$ cat config.mk
export PLATFORM = sky130hd
export DESIGN_NAME = zv_socket_ctrl
export DESIGN_NICKNAME = d
export VERILOG_FILES = /design/src/rtl/zv_pkg.sv /design/src/rtl/zv_addr_decode.sv /design/src/rtl/zv_sock_regs.sv /design/src/rtl/zv_cfg_regs.sv /design/src/rtl/zv_socket_ctrl.sv
export SDC_FILE = /design/constraint.sdc
export NUM_CORES = 1
export LEC_CHECK = 0
export BUFFER_PORTS_ARGS = -buffer_cell sky130_fd_sc_hd__buf_4
export CAP_MARGIN = 10
export CORE_UTILIZATION = 33
export CTS_CLUSTER_DIAMETER = 150
export CTS_CLUSTER_SIZE = 16
export DETAILED_ROUTE_END_ITERATION = 8
export PLACE_DENSITY_LB_ADDON = 0.1
export SYNTH_ARGS = -nofsm -noshare
export SYNTH_HDL_FRONTEND = slang
export SYNTH_SLANG_ARGS = --single-unit
$ cat constraint.sdc
create_clock -name clk -period 1.5 [get_ports clk]
set_input_delay 0.15 -clock clk [delete_from_list [all_inputs] [get_ports clk]]
set_output_delay 0.15 -clock clk [all_outputs]
set_load 0.005 [all_outputs]
$ cat src/rtl/zv_pkg.sv
package zv_pkg;
    localparam int NUM_SOCK    = 2;
    localparam int DATA_W      = 32;
    localparam int ADDR_W      = 8;
    localparam int BE_W        = DATA_W / 8;

    localparam logic [6:0] OFF_PRESENT = 7'h08;
    localparam logic [6:0] OFF_FORCE   = 7'h0C;
    localparam logic [6:0] OFF_CTRL    = 7'h10;
    localparam logic [ADDR_W-1:0] CFG_DWORD = 8'h90;

    localparam int BIT_SUPPORT = 27;
    localparam int BIT_SOCK_EN = 9;
    localparam int BIT_CAP     = 10;
    localparam int BIT_ACTIVE  = 11;
    localparam int BIT_LEGACY  = 14;
    localparam int BIT_DIAG    = 24;

    typedef enum logic [2:0] {
        SEL_NONE,
        SEL_PRESENT,
        SEL_FORCE,
        SEL_CTRL,
        SEL_CFG
    } zv_sel_e;
endpackage

$ cat src/rtl/zv_addr_decode.sv
module zv_addr_decode
    import zv_pkg::*;
(
    input  logic              cfg_space,
    input  logic [ADDR_W-1:0] addr,
    output zv_sel_e           sel,
    output logic              sock
);
    always_comb begin
        sel  = SEL_NONE;
        sock = addr[ADDR_W-1];
        if (cfg_space) begin
            if (addr == CFG_DWORD) sel = SEL_CFG;
        end else begin
            unique case (addr[6:0])
                OFF_PRESENT: sel = SEL_PRESENT;
                OFF_FORCE:   sel = SEL_FORCE;
                OFF_CTRL:    sel = SEL_CTRL;
                default:     sel = SEL_NONE;
            endcase
        end
    end
endmodule

$ cat src/rtl/zv_sock_regs.sv
module zv_sock_regs (
    input  logic clk,
    input  logic rst_n,
    input  logic force_wr,
    input  logic force_val,
    input  logic ctrl_wr,
    input  logic ctrl_val,
    output logic support_q,
    output logic enable_q
);
    always_ff @(posedge clk) begin
        if (!rst_n) begin
            support_q <= 1'b0;
            enable_q  <= 1'b0;
        end else begin
            if (force_wr) support_q <= force_val;
            if (ctrl_wr)  enable_q  <= ctrl_val;
        end
    end
endmodule

$ cat src/rtl/zv_cfg_regs.sv
module zv_cfg_regs (
    input  logic clk,
    input  logic rst_n,
    input  logic legacy_wr,
    input  logic legacy_val,
    input  logic diag_wr,
    input  logic diag_val,
    output logic legacy_q,
    output logic diag_q
);
    always_ff @(posedge clk) begin
        if (!rst_n) begin
            legacy_q <= 1'b0;
            diag_q   <= 1'b0;
        end else begin
            if (legacy_wr) legacy_q <= legacy_val;
            if (diag_wr)   diag_q   <= diag_val;
        end
    end
endmodule

$ cat src/rtl/zv_socket_ctrl.sv
module zv_socket_ctrl
    import zv_pkg::*;
(
    input  logic              clk,
    input  logic              rst_n,
    input  logic              bus_cfg,
    input  logic [ADDR_W-1:0] bus_addr,
    input  logic              bus_wr,
    input  logic [BE_W-1:0]   bus_be,
    input  logic [DATA_W-1:0] bus_wdata,
    output logic [DATA_W-1:0] bus_rdata,
    output logic [NUM_SOCK-1:0] zv_en_o
);
    zv_sel_e sel;
    logic    sock;
    logic [NUM_SOCK-1:0] sup_q;
    logic [NUM_SOCK-1:0] sen_q;
    logic legacy_q;
    logic diag_q;

    zv_addr_decode u_dec (
        .cfg_space (bus_cfg),
        .addr      (bus_addr),
        .sel       (sel),
        .sock      (sock)
    );

    for (genvar s = 0; s < NUM_SOCK; s++) begin : g_sock
        logic hit;
        assign hit = bus_wr && (sock == s[0]);
        zv_sock_regs u_regs (
            .clk       (clk),
            .rst_n     (rst_n),
            .force_wr  (hit && sel == SEL_FORCE && bus_be[BIT_SUPPORT/8]),
            .force_val (bus_wdata[BIT_SUPPORT]),
            .ctrl_wr   (hit && sel == SEL_CTRL && bus_be[BIT_SOCK_EN/8]),
            .ctrl_val  (bus_wdata[BIT_SOCK_EN]),
            .support_q (sup_q[s]),
            .enable_q  (sen_q[s])
        );
        assign zv_en_o[s] = legacy_q | (sen_q[s] & ~diag_q);
    end

    zv_cfg_regs u_cfg (
        .clk        (clk),
        .rst_n      (rst_n),
        .legacy_wr  (bus_wr && sel == SEL_CFG && bus_be[BIT_LEGACY/8]),
        .legacy_val (bus_wdata[BIT_LEGACY]),
        .diag_wr    (bus_wr && sel == SEL_CFG && bus_be[BIT_DIAG/8]),
        .diag_val   (bus_wdata[BIT_DIAG]),
        .legacy_q   (legacy_q),
        .diag_q     (diag_q)
    );

    always_comb begin
        bus_rdata = '0;
        unique case (sel)
            SEL_PRESENT: bus_rdata[BIT_SUPPORT] = sup_q[sock];
            SEL_CTRL: begin
                bus_rdata[BIT_SOCK_EN] = sen_q[sock];
                bus_rdata[BIT_CAP]     = ~diag_q;
                bus_rdata[BIT_ACTIVE]  = |zv_en_o;
            end
            SEL_CFG: begin
                bus_rdata[BIT_LEGACY] = legacy_q;
                bus_rdata[BIT_DIAG]   = diag_q;
            end
            SEL_FORCE, SEL_NONE: bus_rdata = '0;
            default: bus_rdata = '0;
        endcase
    end
endmodule

==> results of run 1 <==
-- layer usage --
| layer | part of all wire | track usage |
|---|---|---|
| met4 | 0 | 0.0909 |
| met2 | 0.48 | 0.180 |
| met5 | 0 | 0 |
| met3 | 0.092 | 0.0278 |
| met1 | 0.42 | 0.139 |
-- registers in the layout, summed over array words and instances, names as in the netlist --
name and cells:
u_cfg.legacy_q 1, g_sock.u_regs.enable_q 2, g_sock.u_regs.support_q 2, u_cfg.diag_q 1
-- final timing paths --
kind	end	slack [ns]	cells after the start	start
max	bus_rdata[24]	0.16	5	bus_addr[5]
min	u_cfg.diag_q	0.14	2	bus_wdata[24]
max reg2reg	u_cfg.diag_q	0.75	3	u_cfg.diag_q
min reg2reg	g_sock[1].u_regs.support_q	0.47	2	g_sock[1].u_regs.support_q
-- power breakdown --
part | internal [mW] | switching (mW)
combinational | 0.0388 | 0.0428
clock | 0.0907 | 0.0614
sequential | 0.160 | 0.0000412
total | 0.289 | 0.104
-- area by class of cell --
type	count	area [um2]
inverters	2	7.51
repair buffers	26	195
well taps	25	31.3
fillers	192	978
clock buffers	3	22.5
multi-input cells	67	390
flip-flops and latches	6	120
-- per-stage QoR --
step	std cells	instance area, um2	utilization
floorplan	103	721	-
global placement	126	744	0.427
detailed placement	126	744	0.427
CTS	129	767	0.439
global route	129	767	0.439
finish	129	767	0.439
-- worst max-delay path, stage by stage --
cell and delay, ns:
buf_4 0.12, nor4_4 0.43, and2_4 0.24, and3_1 0.15
buf_4 0.10
-- logic make-up after synthesis --
logic type,Yosys count,synth area share
AOI/OAI and AO/OA,6,0.0679
buffers and inverters,30,0.335
DFF,6,0.192
muxes,6,0.0958
other,1,0.00598
and+or+nand+nor,29,0.303
-- cell usage in the layout, fill, tap and decap left out --
cell,n
a21oi_1,2
a31oi_1,2
a41o_1,2
and2_4,1
and3_1,4
and3b_1,1
and4bb_1,1
buf_4,26
clkbuf_4,3
conb_1,26
dfxtp_1,6
inv_1,2
mux2i_1,6
nand2_1,10
nand2b_1,1
nand3_1,1
nand4_1,3
nor2_1,2
nor2b_1,1
nor3b_1,1
nor4_4,1
nor4b_2,1
nor4bb_1,1
==> run metrics, run 1 <==
Tcrit/Tclk final=0.894; Die ar.=2080 um2; Post-Syn Area=627 um2; Crit Path Max Fanout=7; layout cells sized above 1=0.308; Leakage=0.434 nW; Top FF cell, synth=dfxtp_1; Synth Instances=78; core area=1750 um2; worst hold margin=0.138 ns; clk slew on worst S/H paths=0.05 ns; Root Driver=clkbuf_4; ys async rst share=0; clock buffer count from CTS=3; Synth-to-Final Area Change=22.4%; sequential fraction of the synthesis area=0.192; Yosys top cell area share=0.311; Final Skew=0 ns; die width=45.6 um; minimum clock period=1.34 ns; Max-Cap Viols=0; 1st-iter DRT viols=15; WP data arrival=1.19 ns; drt first pass iters=4; DP Wirelength=954 um; worst setup path category=input pin to output port; initial antenna violation count=0; # Post-CTS Setup Buffers=0; TritonCTS clock tree=yes; Post-Place Worst Slack=0.147 ns; CTS Buffer Depth=2; drc violations=0; vias in the first global route=436; outcome=completed; PD cells=513 nW/um2; fin. max-slew vios=0; gr usage total=0.117; H-tree levels=1; row cnt=15; NumNets Final=154; Antenna Violating Nets Remaining=0; Setup TNS Final=0 ns; GR Overflow Total=0; final WL=1140 um; VDD IR-drop max=0.293 mV; Routed WL per cell=8.85 um; crit end category=output port; CP Launch Type=input pin; IO Port Bufs=25; largest net degree at the start of global routing=11; Vias/cell=4.16; Synth area leaders=buf_4 (31%), dfxtp_1 (19%), mux2i_1 (9.6%), nand2_1 (6.0%), and3_1 (4.0%); final setup violation count=0; most common cell in the netlist=buf_4; Initial Util=0.359; Die H=45.6 um; RSZ-0062 raised after global routing=no; Synth area leader=buf_4; number of enable flip-flop cells after synthesis=0; n_diodes=0; PostCTS Resize Cnt=0; count of cell types in the netlist=24; synth cell count leaders=buf_4 (26), nand2_1 (10), dfxtp_1 (6), mux2i_1 (6), and3_1 (4); Worst-Skew Late Latency=0.24 ns; TritonCTS Sinks=6; cts hold-fix bufs=0; Vias=536; syn avg cell area=8.04 um2; first-pass GRT wire length=1730 um; fmax=746 MHz; final worst setup slack=0.160 ns; synth warn=0; Fin. Hold Viols=0; #FFs+latches synth=6; GPL Wtd Cong=0.743; # IOs=82; WP data required=1.35 ns; HP Class=input pin to flip-flop; Design Power=394 uW
No activity file was read; power rests on OpenSTA's default activity.
==> inputs of run 2 (changes only) <==
--- a/config.mk
+++ b/config.mk
@@ -11,7 +11,7 @@
 export CTS_CLUSTER_DIAMETER = 150
 export CTS_CLUSTER_SIZE = 16
 export DETAILED_ROUTE_END_ITERATION = 8
-export PLACE_DENSITY_LB_ADDON = 0.1
+export PLACE_DENSITY = 0.86
 export SYNTH_ARGS = -nofsm -noshare
 export SYNTH_HDL_FRONTEND = slang
 export SYNTH_SLANG_ARGS = --single-unit
==> run metrics, run 2 (synthesis results as in run 1) <==
Gate power share=0.208 (was 0.207); GPL Wtd Cong=0.764 (was 0.743); Crit Path Max Fanout=7 (unchanged); DP Cell Count=126 (unchanged); RSZ-0062 raised after global routing=no (unchanged); GR peak layer=met2 (unchanged); CP top delay family=simple AND/OR/NAND/NOR gates (unchanged); fin. max-slew vios=0 (unchanged); drt first pass iters=5 (was 4); Synth-to-Final Area Change=22.4% (unchanged); WP data required=1.35 ns (about the same); met3 GRT Util=0.0357 (was 0.0278); Root Driver=clkbuf_4 (unchanged); CTS Buffer Depth=2 (unchanged); Routed WL per cell=8.74 um (was 8.85 um); n_diodes=0 (unchanged); Fin. Hold Viols=0 (unchanged); Post-Place Worst Slack=0.157 ns (was 0.147 ns); Vias=534 (was 536); minimum clock period=1.33 ns (was 1.34 ns); GR Overflow Total=0 (unchanged); switching share of total power=0.258 (was 0.265); PD cells=508 nW/um2 (was 513 nW/um2); IO Port Bufs=25 (unchanged); initial antenna violation count=0 (unchanged); cts hold-fix bufs=0 (unchanged); final WL=1130 um (was 1140 um); Area after DPL=744 um2 (unchanged); NetSw=101 uW (was 104 uW); Seq pwr share=0.410 (was 0.406); clock buffer count from CTS=3 (unchanged); NumNets Final=154 (unchanged); crit end category=output port (unchanged); design area=767 um2 (unchanged); clk slew on worst S/H paths=0.05 ns (about the same); core area=1750 um2 (unchanged); final setup violation count=0 (unchanged); reg2reg setup slack=0.75 ns (about the same); worst setup path category=input pin to output port (unchanged); clock share of power=0.382 (was 0.386); DP Wirelength=979 um (was 954 um); Crit path largest cell delay=0.42 ns (was 0.43 ns); Antenna Violating Nets Remaining=0 (unchanged); Vias/cell=4.14 (was 4.16); Die H=45.6 um (unchanged); PostCTS Resize Cnt=0 (unchanged); worst path bufs/invs=2 (unchanged); Leakage=0.434 nW (unchanged); # IOs=82 (unchanged); final worst setup slack=0.167 ns (was 0.160 ns); CP max-delay cell=nor4_4 (unchanged); HP Class=input pin to flip-flop (unchanged); # Post-CTS Setup Buffers=0 (unchanged); Final Skew=0 ns (unchanged); Worst-Skew Late Latency=0.24 ns (about the same); TritonCTS Sinks=6 (unchanged); die width=45.6 um (unchanged); drc violations=0 (unchanged); GR met2 Demand/Resource=0.206 (was 0.180); first-pass GRT wire length=1680 um (was 1730 um); CP Launch Type=input pin (unchanged); H-tree levels=1 (unchanged); met1 GRT Util=0.112 (was 0.139); WP data arrival=1.18 ns (was 1.19 ns); Initial Util=0.359 (unchanged); outcome=completed (unchanged); biggest regs=g_sock.u_regs.enable_q x2, g_sock.u_regs.support_q x2 (unchanged); Most common cell on crit path=buf_4 (unchanged); Die ar.=2080 um2 (unchanged); Power Internal=289 uW (about the same); gr usage total=0.115 (was 0.117); 1st-iter DRT viols=12 (was 15); largest net degree at the start of global routing=11 (unchanged); Setup TNS Final=0 ns (unchanged); TritonCTS clock tree=yes (unchanged); vias in the first global route=441 (was 436); layout cells sized above 1=0.308 (unchanged); Max-Cap Viols=0 (unchanged); VDD IR-drop max=0.286 mV (was 0.293 mV); fin cells=129 (unchanged); critical path, cell by cell=buf_4 -> nor4_4 -> and2_4 -> and3_1 -> buf_4 (unchanged); fmax=750 MHz (was 746 MHz); most frequent cells in the layout=conb_1 (26), buf_4 (26), nand2_1 (10) (unchanged); row cnt=15 (unchanged); Tcrit/Tclk final=0.889 (was 0.894)
==> run 2: metrics by stage <==
step | utilization | power (mW) | hold slack, ns
finish | 0.439 | 0.390 | 0.147
global route | 0.439 | 0.418 | 0.145
CTS | 0.439 | 0.396 | 0.138
detailed placement | 0.427 | 0.243 | 0.395
global placement | 0.427 | 0.242 | 0.388
floorplan | - | 0.247 | 0.302
==> run 2: power by group through the flow <==
| stage | sequential, mW | combinational [mW] | clock (mW) |
|---|---|---|---|
| after floorplan | 0.163 | 0.0843 | 0 |
| after global placement | 0.163 | 0.0788 | 0 |
| after detailed placement | 0.163 | 0.0800 | 0 |
| after CTS | 0.160 | 0.0802 | 0.156 |
| after global routing | 0.160 | 0.0923 | 0.167 |
| final | 0.160 | 0.0810 | 0.149 |
==> run 2: routing by layer <==
metal | vias to the layer above | wire length (um)
met4 | 0 | 4
li1 | 270 | -
met3 | 2 | 110
met2 | 31 | 555
met5 | - | 0
met1 | 231 | 456
==> run 2: cell type report <==
class	count	area, um2
Tap cell	25	31.3
Sequential cell	6	120
Inverter	2	7.51
Fill cell	184	978
Clock buffer	3	22.5
Timing Repair Buffer	26	195
Multi-Input combinational cell	67	390
==> run 2: worst paths after layout <==
| check | end | cells past startpoint | from |
|---|---|---|---|
| hold / removal | u_cfg.diag_q | 2 | bus_wdata[24] |
| hold reg to reg | g_sock[1].u_regs.support_q | 2 | g_sock[1].u_regs.support_q |
| setup reg to reg | u_cfg.diag_q | 3 | u_cfg.diag_q |
| setup / recovery | bus_rdata[24] | 5 | bus_addr[5] |
==> run 2: worst register-to-register path: cells and delay by family, from the launching register on <==
kind	cells	cell delay [ns]
AND/OR/NAND/NOR	1	0.06
flip-flops	1	0.33
AO/OA/AOI/OAI	2	0.26
